--- src/rtl/mbist_march.sv ---
module mbist_march #(
  parameter int unsigned AW = 6,
  parameter int unsigned DW = 8,
  parameter logic [DW-1:0] POLY = 'h1D,
  parameter logic [DW-1:0] SEED = '1
) (
  input  logic          clk_i,
  input  logic          rst_ni,
  input  logic          start_i,
  input  logic [1:0]    bg_sel_i,
  input  logic [AW-1:0] scr_key_i,
  input  logic          diag_i,
  output logic          ram_en_o,
  output logic          ram_we_o,
  output logic [AW-1:0] ram_addr_o,
  output logic [DW-1:0] ram_wdata_o,
  input  logic [DW-1:0] ram_rdata_i,
  output logic          busy_o,
  output logic          done_o,
  output logic          pass_o,
  output logic          fail_o,
  output logic [AW-1:0] first_fail_addr_o,
  output logic          err_valid_o,
  output logic [AW-1:0] err_addr_o,
  output logic [DW-1:0] err_xor_o,
  output logic [DW-1:0] signature_o
);

  localparam logic [AW-1:0] ADDR_TOP = '1;
  localparam logic [2:0]    LAST_PASS = 3'd5;

  typedef enum logic [1:0] {S_IDLE, S_RUN, S_DRAIN, S_DONE} state_t;

  state_t        state_q;
  logic [2:0]    pass_q;
  logic          op_q;
  logic [AW-1:0] addr_q;
  logic [1:0]    bg_q;
  logic [AW-1:0] key_q;
  logic          diag_q;
  logic          cmp_en_q;
  logic [DW-1:0] exp_q;
  logic [AW-1:0] cmp_addr_q;
  logic [DW-1:0] sig_q;
  logic          fail_q;
  logic [AW-1:0] ffa_q;
  logic          errv_q;
  logic [AW-1:0] erra_q;
  logic [DW-1:0] errx_q;

  logic [DW-1:0] chk_base;
  for (genvar i = 0; i < DW; i++) begin : g_chk
    assign chk_base[i] = (i % 2) == 1;
  end

  wire two_ops  = (pass_q != 3'd0) && (pass_q != LAST_PASS);
  wire desc     = pass_q >= 3'd3;
  wire is_read  = (pass_q == LAST_PASS) || (two_ops && !op_q);
  wire read_one = (pass_q == 3'd2) || (pass_q == 3'd4);
  wire op_val   = two_ops && (op_q ? !read_one : read_one);
  wire issue    = state_q == S_RUN;
  wire start_ok = start_i && (state_q == S_IDLE || state_q == S_DONE);
  wire addr_end = desc ? (addr_q == '0) : (addr_q == ADDR_TOP);
  wire addr_last_op = !two_ops || op_q;

  wire [AW-1:0] phys = addr_q ^ key_q;

  logic [DW-1:0] bg_word;
  always_comb begin
    case (bg_q)
      2'd0:    bg_word = '0;
      2'd1:    bg_word = '1;
      2'd2:    bg_word = chk_base ^ {DW{phys[0]}};
      default: bg_word = ~chk_base ^ {DW{phys[0]}};
    endcase
  end

  wire [DW-1:0] data_word = op_val ? ~bg_word : bg_word;
  wire          mis       = cmp_en_q && (ram_rdata_i != exp_q);
  wire          abort     = mis && !diag_q;
  wire [DW-1:0] misr_next = {sig_q[DW-2:0], 1'b0} ^ (sig_q[DW-1] ? POLY : '0) ^ ram_rdata_i;

  assign ram_en_o          = issue;
  assign ram_we_o          = issue && !is_read;
  assign ram_addr_o        = phys;
  assign ram_wdata_o       = data_word;
  assign busy_o            = (state_q == S_RUN) || (state_q == S_DRAIN);
  assign done_o            = state_q == S_DONE;
  assign pass_o            = done_o && !fail_q;
  assign fail_o            = fail_q;
  assign first_fail_addr_o = ffa_q;
  assign err_valid_o       = errv_q;
  assign err_addr_o        = erra_q;
  assign err_xor_o         = errx_q;
  assign signature_o       = sig_q;

  always_ff @(posedge clk_i or negedge rst_ni) begin
    if (!rst_ni) begin
      state_q <= S_IDLE;
      pass_q  <= '0;
      op_q    <= 1'b0;
      addr_q  <= '0;
      bg_q    <= '0;
      key_q   <= '0;
      diag_q  <= 1'b0;
    end else if (start_ok) begin
      state_q <= S_RUN;
      pass_q  <= '0;
      op_q    <= 1'b0;
      addr_q  <= '0;
      bg_q    <= bg_sel_i;
      key_q   <= scr_key_i;
      diag_q  <= diag_i;
    end else if (abort) begin
      state_q <= S_DONE;
    end else if (state_q == S_DRAIN) begin
      state_q <= S_DONE;
    end else if (issue) begin
      if (!addr_last_op) begin
        op_q <= 1'b1;
      end else begin
        op_q <= 1'b0;
        if (!addr_end) begin
          addr_q <= desc ? addr_q - 1'b1 : addr_q + 1'b1;
        end else if (pass_q == LAST_PASS) begin
          state_q <= S_DRAIN;
        end else begin
          pass_q <= pass_q + 3'd1;
          addr_q <= (pass_q >= 3'd2) ? ADDR_TOP : '0;
        end
      end
    end
  end

  always_ff @(posedge clk_i or negedge rst_ni) begin
    if (!rst_ni) begin
      cmp_en_q   <= 1'b0;
      exp_q      <= '0;
      cmp_addr_q <= '0;
    end else begin
      cmp_en_q   <= issue && is_read && !abort;
      exp_q      <= data_word;
      cmp_addr_q <= phys;
    end
  end

  always_ff @(posedge clk_i or negedge rst_ni) begin
    if (!rst_ni) begin
      sig_q  <= SEED;
      fail_q <= 1'b0;
      ffa_q  <= '0;
      errv_q <= 1'b0;
      erra_q <= '0;
      errx_q <= '0;
    end else if (start_ok) begin
      sig_q  <= SEED;
      fail_q <= 1'b0;
      ffa_q  <= '0;
      errv_q <= 1'b0;
    end else begin
      errv_q <= mis && diag_q;
      if (cmp_en_q) sig_q <= misr_next;
      if (mis) begin
        fail_q <= 1'b1;
        erra_q <= cmp_addr_q;
        errx_q <= ram_rdata_i ^ exp_q;
        if (!fail_q) ffa_q <= cmp_addr_q;
      end
    end
  end

endmodule


--- config.mk ---
export PLATFORM = sky130hd
export DESIGN_NAME = mbist_march
export DESIGN_NICKNAME = d
export VERILOG_FILES = /design/src/rtl/mbist_march.sv
export SDC_FILE = /design/constraint.sdc
export NUM_CORES = 1
export LEC_CHECK = 0
export ABC_AREA = 1
export ABC_CLOCK_PERIOD_IN_PS = 2800
export BUFFER_PORTS_ARGS = -buffer_cell sky130_fd_sc_hd__buf_4
export CAP_MARGIN = 20
export CORE_AREA = 8 8 87 89
export CTS_BUF_LIST = sky130_fd_sc_hd__clkbuf_4
export DETAILED_ROUTE_END_ITERATION = 10
export DIE_AREA = 0 0 95 97
export PLACE_DENSITY_LB_ADDON = 0.1
export REMOVE_ABC_BUFFERS = 1
export SYNTH_ARGS = -nofsm -noshare
export SYNTH_HDL_FRONTEND = slang
export SYNTH_SLANG_ARGS = --single-unit
--- constraint.sdc ---
create_clock -name clk_i -period 2.8 [get_ports clk_i]
set_input_delay 0.56 -clock clk_i [delete_from_list [all_inputs] [get_ports clk_i]]
set_output_delay 0.56 -clock clk_i [all_outputs]
set_load 0.1 [all_outputs]
# [Word level (Yosys, flattened, before mapping)]
# Index checks and enable logic that the tools add are counted.
[totals] register_bits=66 elab_cells=127
[classes] n_eq_ne=16 mux=41 n_reduce_logical=42 bitwise=7 add_sub_neg=3 order_cmp=2
[op_table] cell="6-bit two-way mux" n=12
[op_table] cell="8-bit two-way mux" n=3
[op_table] cell="8-bit one-hot mux with 3 select lines" n=1
[op_table] cell="3-bit two-way mux" n=7
[op_table] cell="4-bit nonzero test" n=4
[op_table] cell="8-bit bitwise XOR" n=2
[op_table] cell="2-bit two-way mux" n=7
[op_table] cell="1-bit logical AND" n=11
[op_table] cell="1-bit two-way mux" n=10
[op_table] cell="2-bit nonzero test" n=5
[op_table] cell="8-bit inequality test" n=1
[op_table] cell="8-bit NOT" n=1
[op_table] cell="8-bit by 5-bit bitwise XOR with 8-bit output" n=1
[op_table] cell="1-bit logical NOT" n=7
[op_table] cell="6-bit by 1-bit adder with 6-bit output (second input constant)" n=1
[op_table] cell="2-bit equality test (second input constant)" n=3
[op_table] cell="3-bit equality test (second input constant)" n=2
[op_table] cell="6-bit equality test (second input constant)" n=1
[op_table] cell="3-bit by 2-bit greater-or-equal comparator with 1-bit output (second input constant)" n=2
[op_table] cell="6-bit logical NOT" n=1
[op_table] cell="2-bit inequality test (second input constant)" n=3
[op_table] cell="3-bit inequality test (second input constant)" n=2
[op_table] cell="6-bit AND reduction" n=1
[op_table] cell="6-bit by 1-bit subtractor with 6-bit output (second input constant)" n=1
[op_table] cell="15 further kinds" n=22

# [Logic depth before layout (Yosys ltp)]
[depth] ltp_word=9 depth_mapped=15

# [Least setup slack after synthesis]
# OpenSTA, ideal clock, no wires.
[synth_path] path_type="reg2out" from="register addr_q[0]" to="output port ram_wdata_o[2]" slack_ps=-1426 stages_incl_launch_ff=9 path_buffers=1 t_required_ps=2240 arrival_time_ps=3666 path_cell_list="dfrtp_1 inv_1 nand2_1 nand2_1 inv_1 nand2_1 xor2_1 xor2_1 buf_4"
[synth_between] elab_chain_cells=5
[synth_lines] item="start: declaration" line_no="37" text="logic [AW-1:0] addr_q;"
[synth_lines] item="start signal: assignment" line_no="124" text="addr_q <= desc ? addr_q - 1'b1 : addr_q + 1'b1;"
[synth_lines] item="start signal: assignment" line_no="129" text="addr_q <= (pass_q >= 3'd2) ? ADDR_TOP : '0;"
[synth_lines] item="6-bit bitwise XOR (*)" line_no="66" text="wire [AW-1:0] phys = addr_q ^ key_q;"
[synth_lines] item="named net ram_addr_o[0]" line_no="15" text="output logic [AW-1:0] ram_addr_o,"
[synth_lines] item="4-bit NOT (no source line)"
[synth_lines] item="8-bit one-hot mux with 3 select lines (*)" line_no="70" text="case (bg_q)"
[synth_lines] item="8-bit NOT" line_no="78" text="wire [DW-1:0] data_word = op_val ? ~bg_word : bg_word;"
[synth_lines] item="8-bit two-way mux (*)" line_no="78"
[synth_lines] item="end: declaration" line_no="16" text="output logic [DW-1:0] ram_wdata_o,"
# The timed path passes the listed nets; every way through them passes the cells marked *.

# [Worst setup path in the final report]
[layout_path] from="register pass_q[1]" to="output port ram_wdata_o[5]"
[layout_between] elab_chain_cells=6 elab_cells_between_ends=10 classes_between="eq/ne: 3; mux: 2; reduce/logical: 5"
[layout_lines] item="start: declaration" line_no="35" text="logic [2:0] pass_q;"
[layout_lines] item="start signal: assignment" line_no="128" text="pass_q <= pass_q + 3'd1;"
[layout_lines] item="3-bit by 2-bit equality test with 1-bit output / 3-bit equality test (equally long branches)" line_no="59" text="wire read_one = (pass_q == 3'd2) || (pass_q == 3'd4);"
[layout_lines] item="1-bit logical OR" line_no="59"
[layout_lines] item="1-bit logical NOT" line_no="60" text="wire op_val = two_ops && (op_q ? !read_one : read_one);"
[layout_lines] item="1-bit two-way mux" line_no="60"
[layout_lines] item="1-bit logical AND (*)" line_no="60"
[layout_lines] item="8-bit two-way mux (*)" line_no="78"
# Every way passes the cells marked *; elsewhere a longest branch is shown, timed or not.

==> impl_metrics.toml <==
[worst_setup_path]
r2r-start = "pass_q[0]"
crit_start = "pass_q[1]"
end_kind = "output port"
crit_type = "register to output port"
path_cells = "buf_4 > ha_2 > o21ai_1 > inv_1 > a21oi_2 > o21ai_2 > xor2_1 > buf_4 > buf_6"
required_ps = 2240
critPathLaunchType = "register"
crit_arrival_ps = 2170
r2r_slack_ps = 330
critPathMaxStageDelay_ps = 400
cp_max_fo = 5
rr_worst_depth = 13
endpoint = "ram_wdata_o[5]"
critPathSlowestCell = "dfrtp_1"
crit_top_cell = "buf_4"
reg2reg_to = "addr_q[3]"

[layout]
finalNonFillerCells = 551
area_growth_pct = 24.57
nNetsFinal = 501
drive_above_1_share_pct = 30.02

[global_routing]
grt_pass1_wl_um = 12820
grt_use_total_pct = 17.72
grt_pass1_vias = 2666
grt-ovfl-total = 0
grt_max_degree = 61
antenna_found_initial = 1

[sta]
hold_viol = 0
slew_headroom_pct = 50.29
finalMaxSlewViolations = 0
worstMarginPinSlew_ps = 745.7
skew_ps = 12.82
setup_viol = 0
fmaxAchievable_mhz = 366.8
fin_crit_ps = 2727
finalCritPeriodShare_pct = 97.38

[synthesis]
synthTopCellsByArea = "dfrtp_1, nand2_1, dfstp_2"
yosys.cell_count.top_type = "nand2_1"
synth-seq-cells = 60
async_flop_share_pct = 100.0
yosys_warnings = 0
synthesis.area_um2 = 3269
syn_avg_cell_area_um2 = 8.277
synth_edf_count = 0
ys_seq_area_share_pct = 46.23
synth_top_area_share_pct = 39.80
yosys.cell_types.count = 30
synthTopCellsByCount = "nand2_1, dfrtp_1, inv_1"
yosys_most_used_dff = "dfrtp_1"
syn_inst = 395
synth_top_area_cell = "dfrtp_1"

[place]
dp.cells = 527
post-dp-hpwl_um = 5681
numPortBuffers = 68
gp_congestion = 0.8582

[floorplan]
fp.dieW_um = 95
core-area_um2 = 6205
die_h_um = 97
start_util_pct = 52.69
rows = 29
ioPinCount = 69
die_area_um2 = 9215

[cts]
clock_latency_ps = 400
clk_pin_slew_ps = 100
clockBufferDepth = 2
cts_root_buffer = "clkbuf_4"
hold_buffers = 0
clock_sinks = 60
cts_max_level = 3
cts_tree = "done"
numCtsBuffers = 9

[run_status]
status = "completed"

[route]
initialDrtViolationCount = 133
ant_nets = 0
drc = 0
avgViaCountPerCell = 4.860
post_drt_wl_per_cell_um = 13.83
vias = 2678
firstDrtPassIters = 4
wirelength_um = 7623

[job]
cap_viol_max_count = 0

[worst_hold_path]
hp-class = "primary input to async pin"
[flip-flops by register name (all words and copies together), names as in the netlist, 3 cells and up]
register,count
err_xor_o,8
signature_o,8
addr_q,6
cmp_addr_q,6
err_addr_o,6
first_fail_addr_o,6
key_q,6
pass_q,3
[area by class of cell]
cell class              count  area (um^2)
diodes                      1        2.502
clock buffers              10        75.07
clock inverters             6        78.83
fillers                   542         2132
inverters                  44        167.7
multi-input cells         275         1490
flip-flops and latches     60         1511
well taps                  77        96.34
repair buffers             78        650.6
[worst max-delay path: cells and delay by family, from the launching register on]
family | cells | cell delay [ps]
buffers and inverters | 4 | 640
flip-flops | 1 | 400
AO/OA/AOI/OAI | 3 | 400
adder cells (fa/ha/maj) | 1 | 170
XOR/XNOR | 1 | 160
[metrics by stage]
step / area (um^2) / hold slack [ps] / TNS (ps) / worst slack, ps / util (%)
6_report: 4073 / 219.1 / 0 / 73.46 / 65.64
3_5_place_dp: 3786 / 460.9 / 0 / 179.8 / 61.02
5_1_grt: 4073 / 252.3 / -42.73 / -8.533 / 65.64
2_1_floorplan: 3157 / 264.4 / -47310 / -4969 / -
4_1_cts: 4008 / 225.4 / 0 / 58.97 / 64.59
3_3_place_gp: 3786 / 455.5 / 0 / 284.7 / 61.02
[metal layers]
layer | GRT usage, % | part of all wire (%)
met5 | 0 | 0
met4 | 7.933 | 1.9
met3 | 4.405 | 5.4
met2 | 28.53 | 49
met1 | 21.60 | 44
[placed cells by master, fill, tap and decap left out]
cell,Yosys,routed
nand2_1,139,139
buf_4,8,70
dfrtp_1,52,52
inv_1,39,37
nor2_1,18,18
nand3_1,18,18
xor2_1,17,17
o21ai_2,14,15
o21ai_0,15,13
a21oi_1,13,12
ha_1,12,10
clkbuf_4,0,10
dfstp_2,8,8
nand2_2,7,7
inv_2,4,6
xnor2_1,5,5
buf_12,0,4
buf_6,3,4
nor2_2,3,3
nand4_1,3,3
clkinv_2,0,3
o21ai_1,1,2
nor2_4,2,2
nand3_2,2,2
ha_2,0,2
bufinv_16,0,2
diode_2,0,1
a21oi_2,0,1
nand2_4,1,1
inv_4,1,1
a31oi_2,1,1
nor3_1,1,1
nand3b_1,1,1
o21bai_1,1,1
fa_1,1,1
clkinv_1,0,1
[how the worst min path moves through the flow]
stage / end / slack [ps]
floorplan: addr_q[0] / 260
global placement: err_addr_o[2] / 460
detailed placement: first_fail_addr_o[1] / 460
CTS: addr_q[4] / 230
global route: err_xor_o[1] / 250
finish: err_xor_o[1] / 220
[kinds of logic after synthesis]
group	share of synthesized area, %
AO/OA/AOI/OAI	8.802
XOR/XNOR	5.893
adder cells (fa/ha/maj)	5.205
buffers and inverters	8.572
flip-flops	46.23
AND/OR/NAND/NOR	25.30
[what timing repair did]
| action | in CTS | in global routing |
|---|---|---|
| gates cloned | 0 | 0 |
| resized for setup | 9 | 15 |
| buffers inserted | 5 | 2 |
| endpoints found under the hold margin | 0 | 0 |
| pin swaps | 2 | 3 |
| setup endpoints to repair | 8 | 8 |
Power is left out: the tool's default activity adds up to more than one toggle a clock period on the data nets, which glitch-free logic cannot reach.
